### src/rtl/pwr_guard_pkg.sv
package pwr_guard_pkg;
  // Gray-coded channel states; 2'b10 is unused and recovers to CH_OFF
  typedef enum logic [1:0] {
    CH_OFF   = 2'b00,
    CH_GUARD = 2'b01,
    CH_ON    = 2'b11
  } ch_state_e;

  localparam logic [1:0] A_SWITCH   = 2'd0;
  localparam logic [1:0] A_OVERRIDE = 2'd1;
  localparam logic [1:0] A_GUARD    = 2'd2;
  localparam logic [1:0] A_TRIP     = 2'd3;
endpackage

### src/rtl/pwr_guard_tick.sv
module pwr_guard_tick #(
  parameter int unsigned DIV = 8
) (
  input  logic clk,
  input  logic rst_n,
  output logic tick
);
  localparam int W = (DIV > 1) ? $clog2(DIV) : 1;
  localparam logic [W-1:0] LAST = W'(DIV - 1);

  logic [W-1:0] cnt;

  always_ff @(posedge clk) begin
    if (!rst_n) begin
      cnt  <= '0;
      tick <= 1'b0;
    end else begin
      tick <= (cnt == LAST);
      cnt  <= (cnt == LAST) ? '0 : cnt + 1'b1;
    end
  end
endmodule

### src/rtl/pwr_guard_ocfilt.sv
module pwr_guard_ocfilt #(
  parameter int unsigned NCH = 4
) (
  input  logic           clk,
  input  logic           rst_n,
  input  logic [NCH-1:0] oc_raw,
  output logic [NCH-1:0] oc_q
);
  logic [NCH-1:0] s1, s2, s3;

  always_ff @(posedge clk) begin
    if (!rst_n) begin
      s1 <= '0;
      s2 <= '0;
      s3 <= '0;
    end else begin
      s1 <= oc_raw;
      s2 <= s1;
      s3 <= s2;
    end
  end

  assign oc_q = s2 & s3;


  oc_persist_chk: assert property (@(posedge clk) disable iff (!rst_n)
    (oc_q != '0) |-> (($past(oc_raw, 2) & $past(oc_raw, 3) & oc_q) == oc_q));
endmodule

### src/rtl/pwr_guard_chan.sv
module pwr_guard_chan
  import pwr_guard_pkg::*;
#(
  parameter int unsigned GW = 7
) (
  input  logic          clk,
  input  logic          rst_n,
  input  logic          tick,
  input  logic          cmd_on,
  input  logic          cmd_off,
  input  logic          ovr,
  input  logic          oc_q,
  input  logic [GW-1:0] guard_len,
  output logic          sw_en,
  output logic          trip_set
);
  ch_state_e     st;
  logic [GW-1:0] tmr;

  assign trip_set = (st == CH_ON) && oc_q && !ovr;
  assign sw_en    = (st != CH_OFF);

  always_ff @(posedge clk) begin
    if (!rst_n) begin
      st  <= CH_OFF;
      tmr <= '0;
    end else begin
      case (st)
        CH_OFF: if (cmd_on) begin
          st  <= CH_GUARD;
          tmr <= guard_len;
        end
        CH_GUARD: begin
          if (cmd_off) st <= CH_OFF;
          else if (tick) begin
            if (tmr <= GW'(1)) st <= CH_ON;
            else tmr <= tmr - 1'b1;
          end
        end
        CH_ON: if (cmd_off || trip_set) st <= CH_OFF;
        default: st <= CH_OFF;
      endcase
    end
  end


  sw_rise_chk: assert property (@(posedge clk) disable iff (!rst_n)
    $rose(sw_en) |-> $past(cmd_on));

  off_chk: assert property (@(posedge clk) disable iff (!rst_n)
    cmd_off |=> !sw_en);

  fall_cause_chk: assert property (@(posedge clk) disable iff (!rst_n)
    $fell(sw_en) |-> ($past(cmd_off) || $past(trip_set)));

  guard_mask_chk: assert property (@(posedge clk) disable iff (!rst_n)
    (st == CH_GUARD && !cmd_off) |=> sw_en);

  ovr_mask_chk: assert property (@(posedge clk) disable iff (!rst_n)
    (sw_en && ovr && !cmd_off) |=> sw_en);
endmodule

### src/rtl/pwr_guard.sv
module pwr_guard
  import pwr_guard_pkg::*;
#(
  parameter int unsigned NCH        = 4,
  parameter int unsigned DW         = 8,
  parameter int unsigned CLK_PER_MS = 16780,
  parameter int unsigned GMIN       = 10,
  parameter int unsigned GMAX       = 100
) (
  input  logic           clk,
  input  logic           rst_n,
  input  logic           wr_en,
  input  logic [1:0]     wr_addr,
  input  logic [DW-1:0]  wr_data,
  input  logic [1:0]     rd_addr,
  output logic [DW-1:0]  rd_data,
  input  logic [NCH-1:0] oc_in,
  output logic [NCH-1:0] sw_en,
  output logic [NCH-1:0] trip
);
  localparam int unsigned GW = $clog2(GMAX + 1);

  logic           tick;
  logic [NCH-1:0] oc_q, ovr_q, trip_q, trip_set, cmd_on, cmd_off;
  logic [GW-1:0]  glen;

  function automatic logic [GW-1:0] clamp_len(input logic [DW-1:0] v);
    if (v < DW'(GMIN)) return GW'(GMIN);
    if (v > DW'(GMAX)) return GW'(GMAX);
    return GW'(v);
  endfunction

  pwr_guard_tick #(.DIV(CLK_PER_MS)) u_tick (
    .clk(clk), .rst_n(rst_n), .tick(tick));

  pwr_guard_ocfilt #(.NCH(NCH)) u_filt (
    .clk(clk), .rst_n(rst_n), .oc_raw(oc_in), .oc_q(oc_q));

  for (genvar i = 0; i < NCH; i++) begin : g_ch
    assign cmd_on[i]  = wr_en && (wr_addr == A_SWITCH) &&  wr_data[i];
    assign cmd_off[i] = wr_en && (wr_addr == A_SWITCH) && !wr_data[i];

    pwr_guard_chan #(.GW(GW)) u_chan (
      .clk(clk), .rst_n(rst_n), .tick(tick),
      .cmd_on(cmd_on[i]), .cmd_off(cmd_off[i]),
      .ovr(ovr_q[i]), .oc_q(oc_q[i]), .guard_len(glen),
      .sw_en(sw_en[i]), .trip_set(trip_set[i]));

    always_ff @(posedge clk) begin
      if (!rst_n) trip_q[i] <= 1'b0;
      else if (trip_set[i]) trip_q[i] <= 1'b1;
      else if (wr_en && wr_addr == A_TRIP && wr_data[i]) trip_q[i] <= 1'b0;
    end


    trip_sticky_chk: assert property (@(posedge clk) disable iff (!rst_n)
      $fell(trip_q[i]) |-> $past(wr_en && wr_addr == A_TRIP && wr_data[i]));
  end

  always_ff @(posedge clk) begin
    if (!rst_n) begin
      ovr_q <= '0;
      glen  <= GW'(GMIN);
    end else if (wr_en) begin
      if (wr_addr == A_OVERRIDE) ovr_q <= wr_data[NCH-1:0];
      if (wr_addr == A_GUARD)    glen  <= clamp_len(wr_data);
    end
  end

  assign trip = trip_q;

  always_comb begin
    case (rd_addr)
      A_SWITCH:   rd_data = DW'(sw_en);
      A_OVERRIDE: rd_data = DW'(ovr_q);
      A_GUARD:    rd_data = DW'(glen);
      default:    rd_data = DW'(trip_q);
    endcase
  end


  glen_range_chk: assert property (@(posedge clk) disable iff (!rst_n)
    (glen >= GW'(GMIN)) && (glen <= GW'(GMAX)));
endmodule

### config.mk
export PLATFORM = sky130hd
export DESIGN_NAME = pwr_guard
export DESIGN_NICKNAME = d
export VERILOG_FILES = /design/src/rtl/pwr_guard_pkg.sv /design/src/rtl/pwr_guard_tick.sv /design/src/rtl/pwr_guard_ocfilt.sv /design/src/rtl/pwr_guard_chan.sv /design/src/rtl/pwr_guard.sv
export SDC_FILE = /design/constraint.sdc
export NUM_CORES = 1
export LEC_CHECK = 0
export BUFFER_PORTS_ARGS = -buffer_cell sky130_fd_sc_hd__buf_4
export CORE_MARGIN = 10
export CORE_UTILIZATION = 54
export DETAILED_ROUTE_END_ITERATION = 10
export GPL_ROUTABILITY_DRIVEN = 0
export PLACE_DENSITY = 0.83
export SETUP_SLACK_MARGIN = 0.15
export SLEW_MARGIN = 30
export SYNTH_ARGS = -nofsm -noshare
export SYNTH_HDL_FRONTEND = slang
export SYNTH_SLANG_ARGS = --single-unit
### constraint.sdc
create_clock -name clk -period 2.3 [get_ports clk]
set_clock_uncertainty 0.05 [all_clocks]
set_input_delay 0.345 -clock clk [delete_from_list [all_inputs] [get_ports clk]]
set_output_delay 0.345 -clock clk [all_outputs]
set_load 0.01 [all_outputs]
Word level (Yosys, flattened, before mapping)
Cells that the tools add are included.

Bits in registers: 79. Output and inout port bits: 16.

Reduce and logical (&&, ||, !) cells: 63. Bitwise operators: 2. Muxes and demuxes: 66. Magnitude comparators: 6. Equal/unequal tests: 42. $add $sub $neg: 5.

Operator list (count): two-way mux 7 bit (20); one-hot mux 7 bit (2 select lines) (4); two-way mux 2 bit (20); inequality test 2 bit (second input constant) (16); less-or-equal comparator 7 x 1 -> 1 bit (second input constant) (4); subtractor 7 x 1 -> 7 bit (second input constant) (4); one-hot mux 2 bit (3 select lines) (4); nonzero test 2 bit (12); logical AND 1 bit (22); one-hot mux 7 bit (3 select lines) (1); AND reduction 5 bit (4); two-way mux 1 bit (17); AND reduction 4 bit (4); adder 15 x 1 -> 15 bit (second input constant) (1); == test 15 bit (second input constant) (1); == test 2 bit (second input constant) (7); == test 2 x 1 -> 1 bit (second input constant) (6); zero test 2 bit (6); inequality test 3 x 1 -> 1 bit (second input constant) (4); inequality test 3 x 2 -> 1 bit (second input constant) (4); > comparator 8 x 7 -> 1 bit (second input constant) (1); zero test 1 bit (8); less-than comparator 8 x 4 -> 1 bit (second input constant) (1); inequality test 2 x 1 -> 1 bit (second input constant) (4); other kinds (5) (9).

Logic depth before layout (Yosys ltp)
Gate-level depths: netlist of the first run.

Word-level depth: 11. Gate-level depth with buffers: 9. Depth with buffers taken out: 7.

By module
From an unflattened synthesis of the first run, not the netlist that was laid out.

Cells, all modules: 527. Area, all modules: 4424.2 um2.

Modules (own cells, without submodules): pwr_guard_chan (sequential area each 180.2 um2, instances 4, area each 625.6 um2, cells each 83); pwr_guard (sequential area each 300.3 um2, instances 1, area each 833.3 um2, cells each 89); pwr_guard_tick (sequential area each 320.3 um2, instances 1, area each 726.9 um2, cells each 77); pwr_guard_ocfilt (sequential area each 240.2 um2, instances 1, area each 361.6 um2, cells each 29).

Least setup slack after synthesis of the first run
No wires, ideal clock.

Path kind: in2reg. Start: in wr_addr[0]. End: reg g_ch[1].u_chan.tmr[0]. Library setup time: 74 ps. Slack: 135 ps. Cell stages on the path: 8. Arrival: 2040 ps. Cells stage by stage: buf_2 or3b_1 buf_2 a21o_1 or3_1 clkbuf_1 or3b_1 a31oi_1.

Word-level cells in the longest chain between the ends: 5.

RTL lines: from (decl) (RTL line pwr_guard.sv:13) `input logic [1:0] wr_addr,`; zero test 2 bit (*) (RTL line pwr_guard.sv:40, pwr_guard.sv:41); logical AND 1 bit (*) (RTL line pwr_guard.sv:40, pwr_guard.sv:41); logical AND 1 bit (on tied branches) (RTL line pwr_guard.sv:41, pwr_guard.sv:40); inequality test 2 bit (no source line) or inequality test 2 x 1 -> 1 bit (tied branches); AND reduction 5 bit (no source line) (*); to (signal assigned) (RTL line pwr_guard_chan.sv:31) `tmr <= guard_len;`; to (signal assigned) (RTL line pwr_guard_chan.sv:37) `else tmr <= tmr - 1'b1;`; to (decl) (RTL line pwr_guard_chan.sv:18) `logic [GW-1:0] tmr;`.

Mark *: on every way between the ends. The rest lies on a longest branch, timed or not. A chain may end at the register's enable or synchronous reset.

Final worst setup path of the first run
Start: reg g_ch[1].u_chan.st[1]. End: out rd_data[1].

Word-level cells in the longest chain between the ends: 2.

RTL lines: from (decl) (RTL line pwr_guard_chan.sv:17) `ch_state_e st;`; from (signal assigned) (RTL line pwr_guard_chan.sv:25) `st <= CH_OFF;`; from (signal assigned) (RTL line pwr_guard_chan.sv:30) `st <= CH_GUARD;`; from (signal assigned) (RTL line pwr_guard_chan.sv:34) `if (cmd_off) st <= CH_OFF;`; nonzero test 2 bit (RTL line pwr_guard_chan.sv:21) `assign sw_en = (st != CH_OFF);`; one-hot mux 7 bit (3 select lines) (RTL line pwr_guard.sv:73) `case (rd_addr)`; to (decl) (RTL line pwr_guard.sv:16) `output logic [DW-1:0] rd_data,`.

No other way between the ends.

==> impl_metrics.toml, run 1 <==
[synth]
postSynth.asyncResetShare_pct = 0
syn_avg_cell_area_um2 = 8.17
synth_area_um2 = 4140
synth_edf_count = 0
synth-seq-area-share_pct = 38.2
ys_ff_latch = 79
yosysUniqueCellTypes = 60
syn-num-nets = 535
netlist_instances = 507
ys.flop_type = "dfxtp_1"
yosysWarnings = 0

[sta]
max_freq_mhz = 473
final_hold_viol_count = 0
timing.hold.ws_ns = 0.140
drv_slew = 0
layout_min_cycle_time_ns = 2.11
setup_tns_ns = 0
timing.final.crit_share_pct = 91.9
rsz0062_at_grt = "false"
slew_headroom_pct = 57.0
final-setup-viol-count = 0
tightest_slew_ns = 0.645

[global_routing]
use_met1_pct = 21.9
grt_max_degree = 32
antenna_found_initial = 0
grt_pass1_wl_um = 17200
grt_use_met3_pct = 5.21
grt_pass1_vias = 3578
busiest_layer = "met2"
grtUsageMet2_pct = 29.7
overflow = 0
grt.total_usage_pct = 18.2

[worst_setup_path]
critical-path-slowest-cell = "mux4_2"
crit_chain = "or2_2 > mux4_2 > buf_4"
cp_max_fo = 6
critPathBufInv = 1
arrival_ns = 1.72
startpoint = "g_ch[1].u_chan.st[1]"
required_ns = 1.90
cpPeakStageDelay_ns = 0.48
r2r-start = "g_ch[1].u_chan.tmr[1]"
start_kind = "flip-flop"
cp-end-kind = "output pin"
path_delay_family = "multiplexers"
crit_type = "reg2out"

[power_and_ir_drop]
seqPwrFrac_pct = 48.3
switching_share_pct = 26.9
internal_power_mw = 2.23
ir_drop_mv = 0.396
clockPowerShare_pct = 36.6
power_frac_comb_pct = 15.1
leakagePower_nw = 1.82
power_switching_mw = 0.822
powerDensity_nw_per_um2 = 646

[cells_and_area]
area_growth_syn_to_layout_pct = 13.9
nets = 563
finalNonFillerCells = 638
fillers = 657
drive_above_1_share_pct = 14.8
num_antenna_cells = 0

[cts]
postCtsSetupRepairBufs = 0
htreeDepth = 3
cts_made_buffers = 9
postCtsHoldBufs = 0
cts_tree = "yes"
root_buffer = "clkbuf_8"
cts_buffer_depth = 2
clock_latency_ns = 0.36
clk_pin_slew_ns = 0.08
cts_sinks = 79

[route]
drtIter0Drc = 323
vias = 3902
drt-total-wl_um = 10600
first_pass_iters = 5
wl_per_cell_um = 16.6
drc = 0
antenna_left = 0
viasPerCell = 6.12

[die]
start_util_pct = 56.2
ios = 35
die_h_um = 108
row_count = 31
core-area_um2 = 7370
dieArea_um2 = 11600
die_w_um = 108

[placement]
io_buffers = 33
dp.cells = 623
post-dp-hpwl_um = 7520

[worst_hold_path]
min_from = "oc_in[0]"
min_path_type = "in2reg"

[job]
maxCapViolations = 0

[run_status]
run_status = "finished, final reports clean"
-- routing by layer --
layer | vias to the layer above | wire (um)
met2 | 148 | 5050
li1 | 1891 | -
met4 | 0 | 308
met3 | 28 | 785
met5 | - | 0
met1 | 1835 | 4480
-- power by group through the flow --
stage / Sequential [mW] / Combinational (mW) / Clock, mW
6_report: 1.47 / 0.461 / 1.12
5_1_grt: 1.48 / 0.507 / 1.18
4_1_cts: 1.47 / 0.448 / 1.14
3_5_place_dp: 1.50 / 0.444 / 0
3_3_place_gp: 1.50 / 0.434 / 0
2_1_floorplan: 1.48 / 0.321 / 0
-- cells in the final DEF (no fill, tap or decap), drive strengths merged, types with 7 or more instances in the layout --
cell type / n
a21oi: 36
and2: 17
buf: 48
clkbuf: 10
dfxtp: 79
ha: 9
inv: 16
nand2: 44
nand3: 18
nand4b: 7
nor2: 63
nor3: 21
nor4: 12
o211ai: 13
o21ai: 12
o31ai: 19
xor2: 9
-- cells by family (layout without fill, tap and decap cells) --
group                      count (synthesis)  after routing  share of synthesized area (%)
muxes                                      9              9                           3.38
adders and majority gates                  9              9                           2.72
xor gates and xnor gates                  15             15                           3.17
other                                      1              1                         0.0905
and+or+nand+nor                          227            227                           28.2
buffers and inverters                     48             80                           4.92
AOI/OAI and AO/OA                        119            119                           19.4
DFF                                       79             79                           38.2
-- registers in the layout, summed over array words and instances, names as in the netlist, 4 cells and up --
name and flops:
u_tick.cnt 15, trip 4, g_ch.u_chan.tmr 28, g_ch.u_chan.st 8, u_filt.s1 4, u_filt.s3 4, ovr_q 4, u_filt.s2 4
glen 7
-- cells in the mapped netlist, types with 7 or more instances --
| library cell | count | share of area, % |
|---|---|---|
| a21oi_1 | 36 | 4.4 |
| and2_1 | 17 | 2.6 |
| clkbuf_1 | 21 | 1.9 |
| dfxtp_1 | 79 | 38 |
| ha_1 | 9 | 2.7 |
| inv_1 | 16 | 1.5 |
| nand2_1 | 44 | 4.0 |
| nand3_1 | 18 | 2.2 |
| nand4b_1 | 7 | 1.5 |
| nor2_1 | 63 | 5.7 |
| nor3_1 | 21 | 2.5 |
| nor4_1 | 12 | 1.8 |
| o211ai_1 | 13 | 2.4 |
| o21ai_0 | 11 | 1.3 |
| o31ai_1 | 19 | 3.4 |
| xor2_1 | 9 | 1.9 |
-- cell type report --
class	instances	area [um^2]	area share [%]
multi-input combinational	380	2370	50.3
sequential	79	1580	33.6
timing repair buffer	48	360	7.64
clock buffer	10	128	2.71
tap	99	124	2.63
clock inverter	5	83.8	1.78
inverter	17	63.8	1.35
-- stage by stage --
step	util [%]	setup WS, ns	area, um^2	power (mW)
finish	64.0	0.187	4720	3.05
global route	64.0	0.160	4720	3.17
detailed placement	60.9	0.125	4490	1.94
CTS	63.8	0.160	4700	3.05
floorplan	-	0.158	4140	1.80
global placement	60.9	0.143	4490	1.93
-- final timing paths --
kind	endpoint	slack, ns	cells past startpoint
worst max-delay path	rd_data[1]	0.19	3
worst min-delay path	u_filt.s1[0]	0.14	2
worst max register to register	g_ch[1].u_chan.tmr[5]	0.30	8
worst min register to register	u_filt.s2[0]	0.39	1
-- worst reg2reg max path, cell delays in order (launching register included) --
cell and delay [ns]:
dfxtp_2 0.37, inv_1 0.07, ha_1 0.19, o21bai_1 0.14, and4b_1 0.21, or3_4 0.41, buf_4 0.18, a211o_1 0.22
a21oi_1 0.11
-- repair_timing --
item / 4_1_cts / 5_1_grt
endpoints found under the setup margin: 1 / 8
resized for setup: 1 / 3
endpoints found under the hold margin: 0 / 0
cloned: 0 / 0
Note: power is estimated with default switching activity, not from simulation.
==> run 2: changes to the inputs <==
--- a/config.mk
+++ b/config.mk
@@ -6,7 +6,6 @@
 export NUM_CORES = 1
 export LEC_CHECK = 0
 export BUFFER_PORTS_ARGS = -buffer_cell sky130_fd_sc_hd__buf_4
-export CORE_MARGIN = 10
 export CORE_UTILIZATION = 54
 export DETAILED_ROUTE_END_ITERATION = 10
 export GPL_ROUTABILITY_DRIVEN = 0
==> impl_metrics.toml, run 2 (synthesis results as in run 1) <==
[cells_and_area]
reg_top3 = "g_ch.u_chan.tmr: 28 flops, u_tick.cnt: 15 flops, g_ch.u_chan.st: 8 flops"
nets = 561
largest_register_ff_count = 28
num_antenna_cells = 0
finalNonFillerCells = 637
design_area_um2 = 4720
area_growth_syn_to_layout_pct = 14.0
layout_commonest_cell = "dfxtp_1"
drive_above_1_share_pct = 15.1
mostFrequentLayoutCells = "dfxtp_1 (78), nor2_1 (62), buf_4 (46), nand2_1 (44), a21oi_1 (36)"
largest-register = "g_ch.u_chan.tmr"
finish.utilization_pct = 64.4

[cts]
cts_buffer_depth = 2
clk_pin_slew_ns = 0.09
clock_latency_ns = 0.36
postCtsHoldBufs = 0
root_buffer = "clkbuf_8"
htreeDepth = 3
cts_made_buffers = 9
cts_tree = "yes"
cts_sinks = 79

[sta]
setup_tns_ns = 0
final_hold_viol_count = 0
layout_min_cycle_time_ns = 2.06
setup_ws_ns = 0.238
drv_slew = 0
timing.final.crit_share_pct = 89.7
max_freq_mhz = 485
tightest_slew_ns = 0.606
rsz0062_at_grt = "true"
final-setup-viol-count = 0
timing.hold.ws_ns = 0.149
slew_headroom_pct = 59.6

[run_status]
run_status = "finished, final reports clean"

[worst_setup_path]
cp-end-kind = "flip-flop"
start_kind = "flip-flop"
critPathBufInv = 0
crit_cells = 5
arrival_ns = 2.26
critical-path-slowest-cell = "or4_1"
crit_chain = "or4_1 > o31ai_4 > a31o_2 > nor3_1 > a311o_1"
startpoint = "g_ch[3].u_chan.tmr[4]"
r2r-start = "g_ch[3].u_chan.tmr[4]"
rr_worst_depth = 5
cpPeakStageDelay_ns = 0.63
reg2reg_slack_ns = 0.24
required_ns = 2.50
cp_max_fo = 6
path_delay_family = "compound AO/OA/AOI/OAI gates"
r2r-end = "g_ch[3].u_chan.tmr[5]"
crit_type = "reg2reg"
crit_end = "g_ch[3].u_chan.tmr[5]"

[die]
die_h_um = 89.6
die_w_um = 89.6
row_count = 31
ios = 35
start_util_pct = 56.5
core-area_um2 = 7330
dieArea_um2 = 8020

[power_and_ir_drop]
leakagePower_nw = 1.83
power_mw = 3.10
powerDensity_nw_per_um2 = 657
ir_drop_mv = 0.544

[route]
antenna_left = 0
vias = 3935
wl_per_cell_um = 16.5
drtIter0Drc = 280
drc = 0
viasPerCell = 6.18
first_pass_iters = 5
drt-total-wl_um = 10500

[global_routing]
grt_pass1_vias = 3434
grt_pass1_wl_um = 16600
overflow = 0
antenna_found_initial = 0
grt.total_usage_pct = 27.4
grt_max_degree = 34

[worst_hold_path]
min_path_type = "in2reg"

[placement]
dp.cells = 621
place_area_um2 = 4470
post-dp-hpwl_um = 7250
preCtsSetupSlack_ns = 0.120
io_buffers = 33

[job]
maxCapViolations = 0
==> run 2: changes by cell type in the layout (fill, tap and decap cells not counted) <==
cell	delta
buf_4	-2
inv_6	+2
clkbuf_1	-1
clkbuf_8	+1
clkinv_2	+1
clkinv_4	-1
clkinvlp_4	-1
nor2_1	-1
nor2_2	+1
==> run 2: layout make-up <==
cell class	count	area (um^2)
clock inverter	6	90.1
tap	99	124
sequential	79	1580
multi-input combinational	380	2380
timing repair buffer	46	345
inverter	17	63.8
clock buffer	10	138
fill	589	2610
==> run 2: repair_timing <==
action | in CTS | in global routing
pin swaps | 0 | 1
setup buffers | 0 | 0
resized for setup | 1 | 4
setup endpoints to repair | 4 | 8
==> run 2: power by group <==
part	leakage [nW]	switching [mW]	internal, mW
combinational	1.07	0.258	0.200
sequential	0.642	0.0578	1.41
clock	0.113	0.523	0.646
total	1.83	0.838	2.26
==> run 2: how the worst min path moves through the flow <==
stage | startpoint | endpoint | slack, ns | depth (start not counted)
after floorplan | u_filt.s1[0] | u_filt.s2[0] | 0.36 | 1
after global placement | u_filt.s1[1] | u_filt.s2[1] | 0.36 | 1
after detailed placement | u_filt.s1[1] | u_filt.s2[1] | 0.37 | 1
after CTS | oc_in[1] | u_filt.s1[1] | 0.13 | 2
after global routing | oc_in[1] | u_filt.s1[1] | 0.13 | 2
final | oc_in[3] | u_filt.s1[3] | 0.15 | 2
==> run 2: metal layers <==
metal / share of wire (%) / wire length [um] / track usage, %
met5: 0 / 0 / 0
met4: 2.3 / 246 / 10.2
met3: 8.7 / 911 / 6.12
met2: 48 / 5000 / 44.9
met1: 41 / 4320 / 35.2
==> run 3: changes to the inputs <==
--- a/config.mk
+++ b/config.mk
@@ -6,10 +6,12 @@
 export NUM_CORES = 1
 export LEC_CHECK = 0
 export BUFFER_PORTS_ARGS = -buffer_cell sky130_fd_sc_hd__buf_4
-export CORE_UTILIZATION = 54
+export CELL_PAD_IN_SITES_DETAIL_PLACEMENT = 1
+export CELL_PAD_IN_SITES_GLOBAL_PLACEMENT = 1
+export CORE_UTILIZATION = 40
 export DETAILED_ROUTE_END_ITERATION = 10
 export GPL_ROUTABILITY_DRIVEN = 0
-export PLACE_DENSITY = 0.83
+export PLACE_DENSITY = 0.82
 export SETUP_SLACK_MARGIN = 0.15
 export SLEW_MARGIN = 30
 export SYNTH_ARGS = -nofsm -noshare
==> impl_metrics.toml, run 3 (synthesis results as in run 1) <==
[power_and_ir_drop]
leakagePower_nw = 1.84
powerDensity_nw_per_um2 = 612
ir_drop_mv = 0.380
power_mw = 2.93

[route]
antenna_left = 0
first_pass_iters = 4
drt-total-wl_um = 12500
viasPerCell = 5.81
vias = 3953
drtIter0Drc = 147
drc = 0
wl_per_cell_um = 18.4

[worst_setup_path]
required_ns = 1.90
arrival_ns = 1.67
cp_max_fo = 4
cp-end-kind = "output pin"
crit_type = "reg2out"
rr_worst_depth = 7
start_kind = "flip-flop"

[global_routing]
antenna_found_initial = 0
grt_pass1_vias = 4120
grt_max_degree = 32
grt.total_usage_pct = 24.3
overflow = 0
grt_pass1_wl_um = 20800

[placement]
place_area_um2 = 4590
post-dp-hpwl_um = 8910
dp.cells = 664
io_buffers = 33
preCtsSetupSlack_ns = 0.0869

[cts]
clock_latency_ns = 0.36
cts_tree = "yes"
postCtsHoldBufs = 0
cts_buffer_depth = 2
cts_made_buffers = 9
clk_pin_slew_ns = 0.09
cts_resized = 0
root_buffer = "clkbuf_8"
cts_sinks = 79
postCtsSetupRepairBufs = 0
htreeDepth = 3

[sta]
max_freq_mhz = 484
rsz0062_at_grt = "false"
layout_min_cycle_time_ns = 2.07
tightest_slew_ns = 0.663
final_hold_viol_count = 0
final-setup-viol-count = 0
setup_ws_ns = 0.232
timing.final.crit_share_pct = 89.9
timing.hold.ws_ns = 0.138
setup_tns_ns = 0
drv_slew = 0
slew_headroom_pct = 55.8

[cells_and_area]
largest_register_ff_count = 28
num_antenna_cells = 0
largest-register = "g_ch.u_chan.tmr"
finalNonFillerCells = 680
nets = 570
layout_commonest_cell = "dfxtp_1"
design_area_um2 = 4780
mostFrequentLayoutCells = "dfxtp_1 (77), nor2_1 (62), buf_4 (54), nand2_1 (44), a21oi_1 (36)"
drive_above_1_share_pct = 16.3
area_growth_syn_to_layout_pct = 15.4
finish.utilization_pct = 48.2
reg_top3 = "g_ch.u_chan.tmr: 28 flops, u_tick.cnt: 15 flops, g_ch.u_chan.st: 8 flops"

[die]
row_count = 36
core-area_um2 = 9910
ios = 35
dieArea_um2 = 10800
die_w_um = 104
start_util_pct = 41.8
die_h_um = 104

[worst_hold_path]
hold_depth = 2
min_path_type = "in2reg"

[run_status]
run_status = "finished, final reports clean"

[job]
maxCapViolations = 0
==> run 3: critical path, stage by stage (launching register included) <==
cell	delay [ns]
dfxtp_1	0.34
inv_1	0.13
nand2_1	0.16
mux4_2	0.51
buf_4	0.16
==> run 3: final cells by class <==
| cell class | instances | area (um^2) |
|---|---|---|
| Fill cell | 1225 | 5130 |
| Multi-Input combinational cell | 380 | 2360 |
| Inverter | 17 | 63.8 |
| Tap cell | 133 | 166 |
| Clock buffer | 11 | 141 |
| Sequential cell | 79 | 1580 |
| Timing Repair Buffer | 55 | 425 |
| Clock inverter | 5 | 33.8 |
==> run 3: path summary, 6_finish.rpt <==
kind / endpoint / slack (ns) / from
worst min-delay path: u_filt.s1[2] / 0.14 / oc_in[2]
worst max register to register: g_ch[1].u_chan.tmr[0] / 0.29 / g_ch[1].u_chan.tmr[1]
worst min register to register: u_filt.s2[1] / 0.39 / u_filt.s1[1]
worst max-delay path: rd_data[3] / 0.23 / g_ch[3].u_chan.st[1]
==> run 3: power breakdown <==
part / switching, mW / internal [mW]
logic: 0.285 / 0.217
clock network: 0.536 / 0.420
registers: 0.0537 / 1.41
total: 0.875 / 2.05
==> run 3: per-layer routing <==
layer  routed length [um]  share of wire [%]  global-route usage, %  vias up
li1                     -                  -                      -     1894
met1                 5720                 46                   31.1     1969
met2                 6070                 49                   41.2       79
met3                  590                4.7                   5.73       11
met4                  115               0.92                   5.92        0
met5                    0                  0                      0        -
